**config.mk**
```make
export PLATFORM = sky130hd
export DESIGN_NAME = pwm_bank
export DESIGN_NICKNAME = d
export VERILOG_FILES = /design/src/rtl/pwm_bank_pkg.sv /design/src/rtl/pwm_regfile.sv /design/src/rtl/pwm_channel.sv /design/src/rtl/pwm_bank.sv
export SDC_FILE = /design/constraint.sdc
export NUM_CORES = 2
export LEC_CHECK = 0
export BUFFER_PORTS_ARGS = -buffer_cell sky130_fd_sc_hd__buf_2
export CAP_MARGIN = 25
export CORE_MARGIN = 1
export CORE_UTILIZATION = 60
export CTS_BUF_LIST = sky130_fd_sc_hd__clkbuf_16
export CTS_CLUSTER_SIZE = 16
export DETAILED_ROUTE_END_ITERATION = 16
export PLACE_DENSITY = 0.79
export SYNTH_ARGS = -nofsm -noshare
export SYNTH_HDL_FRONTEND = slang
export SYNTH_HIERARCHICAL = 1
export SYNTH_SLANG_ARGS = --single-unit
```
**constraint.sdc**
```tcl
create_clock -name clk -period 5.15 [get_ports clk]
set_input_delay 1.2875 -clock clk [delete_from_list [all_inputs] [get_ports clk]]
set_output_delay 1.2875 -clock clk [all_outputs]
set_load 0.02 [all_outputs]
```
**src/rtl/pwm_bank_pkg.sv**
```systemverilog
`timescale 1ns/1ps
package pwm_bank_pkg;

    localparam int CNT_W = 32;

    // global word offsets
    localparam int OFS_VERSION = 'h00;
    localparam int OFS_IDENT   = 'h04;
    localparam int OFS_SCRATCH = 'h08;
    localparam int OFS_MAGIC   = 'h0C;
    localparam int OFS_CTRL    = 'h10;
    localparam int OFS_COUNT   = 'h14;

    // per-channel groups
    localparam int CH_BASE   = 'h40;
    localparam int CH_STRIDE = 12;
    localparam int FLD_PERIOD = 0;
    localparam int FLD_HIGH   = 4;
    localparam int FLD_DELAY  = 8;

    // control bits
    localparam int CTRL_HOLD_BIT   = 0;
    localparam int CTRL_COMMIT_BIT = 1;

    typedef struct packed {
        logic [CNT_W-1:0] period;
        logic [CNT_W-1:0] high;
        logic [CNT_W-1:0] delay;
    } ch_cfg_t;

    typedef enum logic [1:0] {
        ST_HALT = 2'd0,
        ST_WAIT = 2'd1,
        ST_RUN  = 2'd2
    } ch_state_t;

    function automatic int ch_word(input int ch, input int fld);
        return CH_BASE + CH_STRIDE * ch + fld;
    endfunction

endpackage

```
**src/rtl/pwm_regfile.sv**
```systemverilog
`timescale 1ns/1ps
module pwm_regfile
    import pwm_bank_pkg::*;
#(
    parameter int               NUM_CH  = 4,
    parameter int               ADDR_W  = 8,
    parameter logic [CNT_W-1:0] VERSION = 32'h0002_0100,
    parameter logic [CNT_W-1:0] IDENT   = 32'h0000_0000,
    parameter logic [CNT_W-1:0] MAGIC   = 32'h7057_6D31
) (
    input  logic                     clk,
    input  logic                     rst_n,
    input  logic                     wr_en,
    input  logic [ADDR_W-1:0]        wr_addr,
    input  logic [CNT_W-1:0]         wr_data,
    input  logic [ADDR_W-1:0]        rd_addr,
    output logic [CNT_W-1:0]         rd_data,
    output logic                     hold_o,
    output logic                     commit_o,
    output ch_cfg_t [NUM_CH-1:0]     active_o
);

    localparam logic [ADDR_W-1:0] A_VERSION = ADDR_W'(OFS_VERSION);
    localparam logic [ADDR_W-1:0] A_IDENT   = ADDR_W'(OFS_IDENT);
    localparam logic [ADDR_W-1:0] A_SCRATCH = ADDR_W'(OFS_SCRATCH);
    localparam logic [ADDR_W-1:0] A_MAGIC   = ADDR_W'(OFS_MAGIC);
    localparam logic [ADDR_W-1:0] A_CTRL    = ADDR_W'(OFS_CTRL);
    localparam logic [ADDR_W-1:0] A_COUNT   = ADDR_W'(OFS_COUNT);

    logic [CNT_W-1:0]    scratch_q;
    logic                hold_q;
    ch_cfg_t [NUM_CH-1:0] shadow_q;
    ch_cfg_t [NUM_CH-1:0] active_q;

    // commit acts on the edge that accepts the control write
    assign commit_o = wr_en && (wr_addr == A_CTRL) && wr_data[CTRL_COMMIT_BIT];
    assign hold_o   = hold_q;
    assign active_o = active_q;

    always_ff @(posedge clk or negedge rst_n) begin
        if (!rst_n) begin
            scratch_q <= '0;
            hold_q    <= 1'b1;
            shadow_q  <= '0;
            active_q  <= '0;
        end else begin
            if (wr_en) begin
                if (wr_addr == A_SCRATCH) scratch_q <= wr_data;
                if (wr_addr == A_CTRL)    hold_q    <= wr_data[CTRL_HOLD_BIT];
                for (int c = 0; c < NUM_CH; c++) begin
                    if (wr_addr == ADDR_W'(ch_word(c, FLD_PERIOD))) shadow_q[c].period <= wr_data;
                    if (wr_addr == ADDR_W'(ch_word(c, FLD_HIGH)))   shadow_q[c].high   <= wr_data;
                    if (wr_addr == ADDR_W'(ch_word(c, FLD_DELAY)))  shadow_q[c].delay  <= wr_data;
                end
            end
            if (commit_o) active_q <= shadow_q;
        end
    end

    always_comb begin
        case (rd_addr)
            A_VERSION: rd_data = VERSION;
            A_IDENT:   rd_data = IDENT;
            A_SCRATCH: rd_data = scratch_q;
            A_MAGIC:   rd_data = MAGIC;
            A_CTRL:    rd_data = CNT_W'(hold_q);
            A_COUNT:   rd_data = CNT_W'(NUM_CH);
            default:   rd_data = '0;
        endcase
        for (int c = 0; c < NUM_CH; c++) begin
            if (rd_addr == ADDR_W'(ch_word(c, FLD_PERIOD))) rd_data = shadow_q[c].period;
            if (rd_addr == ADDR_W'(ch_word(c, FLD_HIGH)))   rd_data = shadow_q[c].high;
            if (rd_addr == ADDR_W'(ch_word(c, FLD_DELAY)))  rd_data = shadow_q[c].delay;
        end
    end

    AST_COMMIT_READS_ZERO: assert property (@(posedge clk) disable iff (!rst_n)
        (rd_addr == A_CTRL) |-> (rd_data[CTRL_COMMIT_BIT] == 1'b0));

    AST_SCRATCH_KEEPS: assert property (@(posedge clk) disable iff (!rst_n)
        (wr_en && wr_addr == A_SCRATCH) |=> (scratch_q == $past(wr_data)));

    for (genvar g = 0; g < NUM_CH; g++) begin : g_commit_chk
        AST_COMMIT_COPIES: assert property (@(posedge clk) disable iff (!rst_n)
            commit_o |=> (active_q[g] == $past(shadow_q[g])));
        AST_NO_COMMIT_STABLE: assert property (@(posedge clk) disable iff (!rst_n)
            !commit_o |=> $stable(active_q[g]));
    end

endmodule

```
**src/rtl/pwm_channel.sv**
```systemverilog
`timescale 1ns/1ps
module pwm_channel
    import pwm_bank_pkg::*;
(
    input  logic    clk,
    input  logic    rst_n,
    input  logic    hold_i,
    input  logic    restart_i,
    input  ch_cfg_t cfg_i,
    output logic    pwm_o
);

    ch_state_t        st_q, st_d;
    logic [CNT_W-1:0] cnt_q, cnt_d;
    logic             end_of_period;

    assign end_of_period = (cfg_i.period == '0) || (cnt_q >= cfg_i.period - 1'b1);

    // state register
    always_ff @(posedge clk or negedge rst_n) begin
        if (!rst_n) begin
            st_q  <= ST_HALT;
            cnt_q <= '0;
        end else begin
            st_q  <= st_d;
            cnt_q <= cnt_d;
        end
    end

    // next state
    always_comb begin
        st_d  = st_q;
        cnt_d = cnt_q;
        unique case (st_q)
            ST_HALT: begin
                cnt_d = '0;
                if (!hold_i) st_d = ST_WAIT;
            end
            ST_WAIT: begin
                if (cnt_q >= cfg_i.delay) begin
                    st_d  = ST_RUN;
                    cnt_d = '0;
                end else begin
                    cnt_d = cnt_q + 1'b1;
                end
            end
            ST_RUN: begin
                cnt_d = end_of_period ? '0 : cnt_q + 1'b1;
            end
            default: begin
                st_d  = ST_HALT;
                cnt_d = '0;
            end
        endcase
        if (restart_i) begin
            st_d  = ST_WAIT;
            cnt_d = '0;
        end
        if (hold_i) begin
            st_d  = ST_HALT;
            cnt_d = '0;
        end
    end

    // output
    always_comb begin
        pwm_o = 1'b0;
        if (!hold_i && st_q == ST_RUN && cfg_i.period != '0)
            pwm_o = (cnt_q < cfg_i.high);
    end

    AST_HOLD_HALTS: assert property (@(posedge clk) disable iff (!rst_n)
        hold_i |=> (st_q == ST_HALT && cnt_q == '0));

    AST_CNT_IN_PERIOD: assert property (@(posedge clk) disable iff (!rst_n)
        (st_q == ST_RUN && cfg_i.period != '0) |-> (cnt_q < cfg_i.period));

    AST_RESTART_WAIT: assert property (@(posedge clk) disable iff (!rst_n)
        (restart_i && !hold_i) |=> (st_q == ST_WAIT && cnt_q == '0));

endmodule

```
**src/rtl/pwm_bank.sv**
```systemverilog
`timescale 1ns/1ps
module pwm_bank
    import pwm_bank_pkg::*;
#(
    parameter int               NUM_CH  = 4,
    parameter int               ADDR_W  = 8,
    parameter logic [CNT_W-1:0] VERSION = 32'h0002_0100,
    parameter logic [CNT_W-1:0] IDENT   = 32'h0000_0000,
    parameter logic [CNT_W-1:0] MAGIC   = 32'h7057_6D31
) (
    input  logic              clk,
    input  logic              rst_n,
    input  logic              bus_wr_en,
    input  logic [ADDR_W-1:0] bus_wr_addr,
    input  logic [CNT_W-1:0]  bus_wr_data,
    input  logic [ADDR_W-1:0] bus_rd_addr,
    output logic [CNT_W-1:0]  bus_rd_data,
    output logic [NUM_CH-1:0] pwm_out
);

    logic                 hold;
    logic                 commit;
    ch_cfg_t [NUM_CH-1:0] active;

    pwm_regfile #(
        .NUM_CH (NUM_CH),
        .ADDR_W (ADDR_W),
        .VERSION(VERSION),
        .IDENT  (IDENT),
        .MAGIC  (MAGIC)
    ) u_regs (
        .clk     (clk),
        .rst_n   (rst_n),
        .wr_en   (bus_wr_en),
        .wr_addr (bus_wr_addr),
        .wr_data (bus_wr_data),
        .rd_addr (bus_rd_addr),
        .rd_data (bus_rd_data),
        .hold_o  (hold),
        .commit_o(commit),
        .active_o(active)
    );

    for (genvar g = 0; g < NUM_CH; g++) begin : g_ch
        pwm_channel u_ch (
            .clk      (clk),
            .rst_n    (rst_n),
            .hold_i   (hold),
            .restart_i(commit),
            .cfg_i    (active[g]),
            .pwm_o    (pwm_out[g])
        );

        AST_ZERO_PERIOD_LOW: assert property (@(posedge clk) disable iff (!rst_n)
            (active[g].period == '0) |-> !pwm_out[g]);

        AST_HOLD_LOW: assert property (@(posedge clk) disable iff (!rst_n)
            hold |-> !pwm_out[g]);

        AST_FULL_HIGH_STAYS: assert property (@(posedge clk) disable iff (!rst_n)
            (!hold && active[g].period != '0 && active[g].high >= active[g].period
             && !$past(commit) && $past(pwm_out[g])) |-> pwm_out[g]);
    end

endmodule

```
Word-level counts from Yosys, hierarchy flattened
Cells that the tools add are included.

Bits in read-only memories: 0. Bits in latches: 0. RAM bits: 0. Output and inout port bits: 36. Memories kept: 0. Bits in registers: 937.

Multiply operators: 0. Shift operators: 0. Multiplexer cells: 53. $add $sub $neg: 8. Eq/ne operators: 46. Divide/modulo/power cells: 0. Bitwise gates (word level): 0. Magnitude comparators: 12. Reductions and logical operators: 46.

Operators by type and width (count): 2-to-1 mux 32 bit (28); greater-or-equal comparator 32 bit (8); case mux 32 bit (2 select lines) (4); equality test 8 x 7 -> 1 bit, second input constant (24); case mux 32 bit (5 select lines) (1); adder 32 x 1 -> 32 bit, second input constant (4); zero test 32 bit (4); less-than comparator 32 bit (4); nonzero test 32 bit (4); subtractor 32 x 1 -> 32 bit, second input constant (4); AND reduction 2 bit (18); equality test 8 x 4 -> 1 bit, second input constant (3); equality test 8 x 5 -> 1 bit, second input constant (3); 2-to-1 mux 2 bit (12); case mux 2 bit (3 select lines) (4); inequality test 4 x 3 -> 1 bit, second input constant (4); inequality test 3 bit, second input constant (4); logical AND 1 bit (10); equality test 2 x 1 -> 1 bit, second input constant (4); equality test 2 bit, second input constant (4); zero test 2 bit (4); zero test 8 bit (1); logical OR 1 bit (4); 2-to-1 mux 1 bit (4); zero test 1 bit (1).

Longest topological paths before layout
Depth in word-level cells: 14. Gate-level depth with buffers: 16. Gate-level depth less buffers: 15.

Hierarchy
Netlist, hierarchy kept.

By module, submodules not included: pwm_regfile (area each 33832.4 µm², seq. area each 20045.5 µm², cells each 3179, times used 1); pwm_channel (g_ch[0].u_ch ...) (area each 4513.1 µm², seq. area each 850.8 µm², cells each 548, times used 3); pwm_channel (g_ch[1].u_ch) (area each 4539.4 µm², seq. area each 850.8 µm², cells each 553, times used 1).

Worst setup path after synthesis
Ideal clock, no wire load.

Path kind: input -> output. Start point: in bus_rd_addr[0]. End point: out bus_rd_data[21]. Arrival time: 3.322 ns. Stages: 10. Setup slack: 0.541 ns. Path through: buf_2 > or4b_1 > buf_2 > nor3_4 > buf_6 > buf_6 > nand2_1 > o21ai_0 > a221oi_1 > o21ai_0.

Word-level cells in the longest chain between the ends: 14. Elaborated cells on any way between the ends: 30. Those cells by class: eq/ne: 16; mux: 13; reduce/logical: 1.

RTL lines: start: declaration (line pwm_bank.sv:16) `input logic [ADDR_W-1:0] bus_rd_addr,`; equality test 8 x 5 -> 1 bit (tied with other cells) (line pwm_regfile.sv:61) `case (rd_addr)`; case mux 32 bit (5 select lines) (line pwm_regfile.sv:61); 2-to-1 mux 32 bit (line pwm_regfile.sv:71) `if (rd_addr == ADDR_W'(ch_word(c, FLD_PERIOD))) rd_data = shadow_q[c].period;`; 2-to-1 mux 32 bit (line pwm_regfile.sv:72) `if (rd_addr == ADDR_W'(ch_word(c, FLD_HIGH))) rd_data = shadow_q[c].high;`; 2-to-1 mux 32 bit (line pwm_regfile.sv:73) `if (rd_addr == ADDR_W'(ch_word(c, FLD_DELAY))) rd_data = shadow_q[c].delay;`; 2-to-1 mux 32 bit (line pwm_regfile.sv:71); 2-to-1 mux 32 bit (line pwm_regfile.sv:72); 2-to-1 mux 32 bit (line pwm_regfile.sv:73); 2-to-1 mux 32 bit (line pwm_regfile.sv:71); 2-to-1 mux 32 bit (line pwm_regfile.sv:72); 2-to-1 mux 32 bit (line pwm_regfile.sv:73); 2-to-1 mux 32 bit (line pwm_regfile.sv:71); 2-to-1 mux 32 bit (line pwm_regfile.sv:72); 2-to-1 mux 32 bit * (line pwm_regfile.sv:73); end: declaration (line pwm_bank.sv:17) `output logic [CNT_W-1:0] bus_rd_data,`.

Mark *: on every way between the ends. The rest lies on a longest branch, timed or not.

Worst setup path in the final report
Start point: in bus_rd_addr[6]. End point: out bus_rd_data[9].

Same word-level chain as after synthesis.

==> results.toml <==
[timing]
finalHoldViolations = 0
rsz0062_at_grt = "false"
tightestPinTransition_ps = 1140
fin_crit_sh_pct = 99.1
drv_slew = 0
period_needed_ps = 5100
worst_slack_ps = 47.3
setup_viol = 0
skew_ps = 21.7
fmax_mhz = 196
max_slew_margin_pct = 23.8

[synthesis]
synth-seq-cells = 937
synth.mux.area_fraction_pct = 10.5
yosys.area_share.xor_xnor_pct = 3.98
synthSimpleGateAreaFrac_pct = 18.1
synth_fa_ha_area_share_pct = 9.74
synth_top_cell_area_share_pct = 45.1
synth_ff_type = "dfrtp_1"
avgSynthCellArea_um2 = 9.66
synth_top_cell_by_area = "dfrtp_1"
synth_top_cells_by_area = "dfrtp_1 45%, ha_1 9.7%, nand2_1 9.7%, mux2_2 8.8%, xnor2_1 2.6%"
synth_edf_count = 0
yosysUniqueCellTypes = 92
synth_compound_area_share_pct = 8.13
seq_area_frac_synth_pct = 45.2
synthesis.nets = 5831
synth-async-reset-ratio_pct = 100
synth_top_family_by_area = "simple AND/OR/NAND/NOR gates"
synthCells = 5376
yosys_warnings = 6
syn_area_um2 = 51900

[final_layout]
syn_to_final_growth_pct = 10.5
n_fill_cell = 6622
layout-drive-gt1-share_pct = 15.4
postLayoutCoreUtil_pct = 67.2
ff_latch_area_um2 = 23400
stdcell_count = 6696
multi_input_area_um2 = 26300
num-nets-final = 5918
postLayoutCellArea_um2 = 57400

[setup_path]
cp-end-kind = "primary output"
r2r_end = "g_ch[2].u_ch/cnt_q[11]"
crit_required_ps = 3860
rrSetupSlack_ps = 510
r2r-start = "u_regs/active_o[258]"
critPathLaunchType = "input port"
cp.arrival_ps = 3820
reg2regPathDepth = 15
cp_max_fo = 9
worstSetupPathType = "in -> out"

[global_routing]
overflow = 0
grt_pass1_vias = 41200
grt_start_max_net_pins = 195
grt_pass1_wl_um = 260000
antenna_found_initial = 8
grt_use_total_pct = 40.3

[run]
drv_cap = 0

[routing]
first_pass_iters = 8
postRouteAntennaNets = 0
routed_wl_um = 176000
avgRoutedWirePerCell_um = 26.3
vias = 42500
drc = 0
via_per_inst = 6.35
drt-initial-drc-count = 4681

[placed_design]
place.gp.congestion = 1.05
dp_cells = 6508
dpl_cell_area_um2 = 54200
pre_cts_slack_ps = -111
dp_hpwl_um = 127000
numPortBuffers = 86

[cts]
cts_max_path_buffers = 3
cts_sinks = 937
cts_root_buf = "clkbuf_16"
post_cts_buffers = 0
cts_tree = "yes"
cts.clk_slew.worst_paths_ps = 60
htree_num_levels = 3
numCtsBuffers = 97
cts-hold-fix-buffers = 0
clk_latency_ps = 700

[floorplanning]
rows = 107
coreArea_um2 = 85400
initial_core_util_pct = 60.8
die_x_um = 296
ios = 87
dieArea_um2 = 87700
die_y_um = 296

[power_and_ir_drop]
powerDensity_nw_per_um2 = 286
power_mw = 16.4
ir_drop_mv = 0.398
cellLeakagePower_nw = 29.3

[status]
status = "completed"

[worst_hold_path]
hold_end = "u_regs/active_o[200]"
hold_path.class = "reg -> reg"
holdPathStages = 2
worstHoldStart = "u_regs/active_o[200]"
critical path, stage by stage:
cell and delay (ps):
buf_2 250, or4b_1 560, buf_4 230, a21oi_1 130, a21oi_1 60, a311oi_1 270
o21ai_0 310, a211oi_1 460, buf_2 250
sequential cells by signal, summed over array words and instances (netlist names):
| signal | count |
|---|---|
| g_ch.u_ch/cnt_q | 128 |
| g_ch.u_ch/st_q | 8 |
| u_regs/active_o | 384 |
| u_regs/scratch_q | 32 |
| u_regs/hold_o | 1 |
| u_regs/shadow_q | 384 |
cells in the mapped netlist, drive strengths merged, types with 32 or more instances:
cell type,instances
nand2,1343
dfrtp,936
mux2,424
ha,404
inv,304
nor2,205
o21ai,190
nor3,162
clkbuf,161
a21oi,153
xnor2,152
buf,91
nand4,91
xor2,84
nand3,74
a21o,63
mux2i,53
a221oi,39
nor4,32
o22ai,32
routing by layer:
metal | global-route usage (%) | routed length, um | up-vias | share of wire [%]
met5 | 0 | 99 | - | 0.056
met4 | 20.5 | 10500 | 12 | 5.9
met3 | 8.69 | 15700 | 541 | 8.9
met2 | 62.9 | 80000 | 2135 | 45
met1 | 53.1 | 70000 | 21200 | 40
li1 | - | - | 18700 | -
where the power goes:
| part | internal, mW | switching (mW) |
|---|---|---|
| Sequential | 7.56 | 0.272 |
| Clock | 4.03 | 3.09 |
| Combinational | 0.476 | 1.01 |
| Total | 12.1 | 4.37 |
kinds of logic after synthesis:
| group | count (synthesis) |
|---|---|
| AOI/OAI and AO/OA | 647 |
| buffers and inverters | 556 |
| and+or+nand+nor | 2113 |
| DFF | 937 |
| muxes | 483 |
| adders and majority gates | 404 |
| xor gates and xnor gates | 236 |
layout by cell type (no fill, tap or decap), types with 18 or more instances in the layout:
cell type  count
nand2_1     1342
dfrtp_1      936
mux2_2       405
ha_1         404
inv_1        317
nor2_1       200
o21ai_0      186
nor3_1       158
a21oi_1      153
xnor2_1      152
buf_4        133
clkbuf_16     98
nand4_1       91
xor2_1        84
buf_2         83
nand3_1       74
a21o_1        63
mux2i_1       53
a221oi_1      35
o22ai_1       32
nand2b_1      30
nor4_1        27
a211oi_1      25
clkinv_1      23
and3_1        23
buf_12        23
or3_1         21
or4_1         19
mux2_1        19
nor3b_1       18
worst max-delay path by stage:
stage,from,endpoint,slack (ps)
floorplan,bus_rd_addr[0],bus_rd_data[21],540
global placement,bus_rd_addr[4],bus_rd_data[8],-100
detailed placement,bus_rd_addr[4],bus_rd_data[8],-110
CTS,bus_rd_addr[4],bus_rd_data[25],130
global route,bus_rd_addr[6],bus_rd_data[9],0.6
finish,bus_rd_addr[6],bus_rd_data[9],50
layout make-up:
| type | count | share of cell area, % |
|---|---|---|
| antenna | 7 | 0.0305 |
| multi-input combinational | 3883 | 45.8 |
| tap | 1144 | 2.49 |
| inverter | 304 | 2.00 |
| timing repair buffer | 240 | 3.29 |
| clock inverter | 83 | 1.27 |
| clock buffer | 98 | 4.27 |
| sequential | 937 | 40.9 |
per-stage QoR:
step / hold slack, ps / TNS [ps]
floorplan: 446 / 0
global placement: 459 / -103
detailed placement: 462 / -111
CTS: 477 / 0
global route: 491 / 0
finish: 472 / 0
what timing repair did:
| item | CTS | global route |
|---|---|---|
| endpoints found under the hold margin | 0 | 0 |
| resized for setup | 1 | 6 |
| endpoints found under the setup margin | 1 | 4 |
| gates cloned | 0 | 0 |
| pin swaps | 0 | 0 |
No activity file was read; power rests on OpenSTA's default activity.
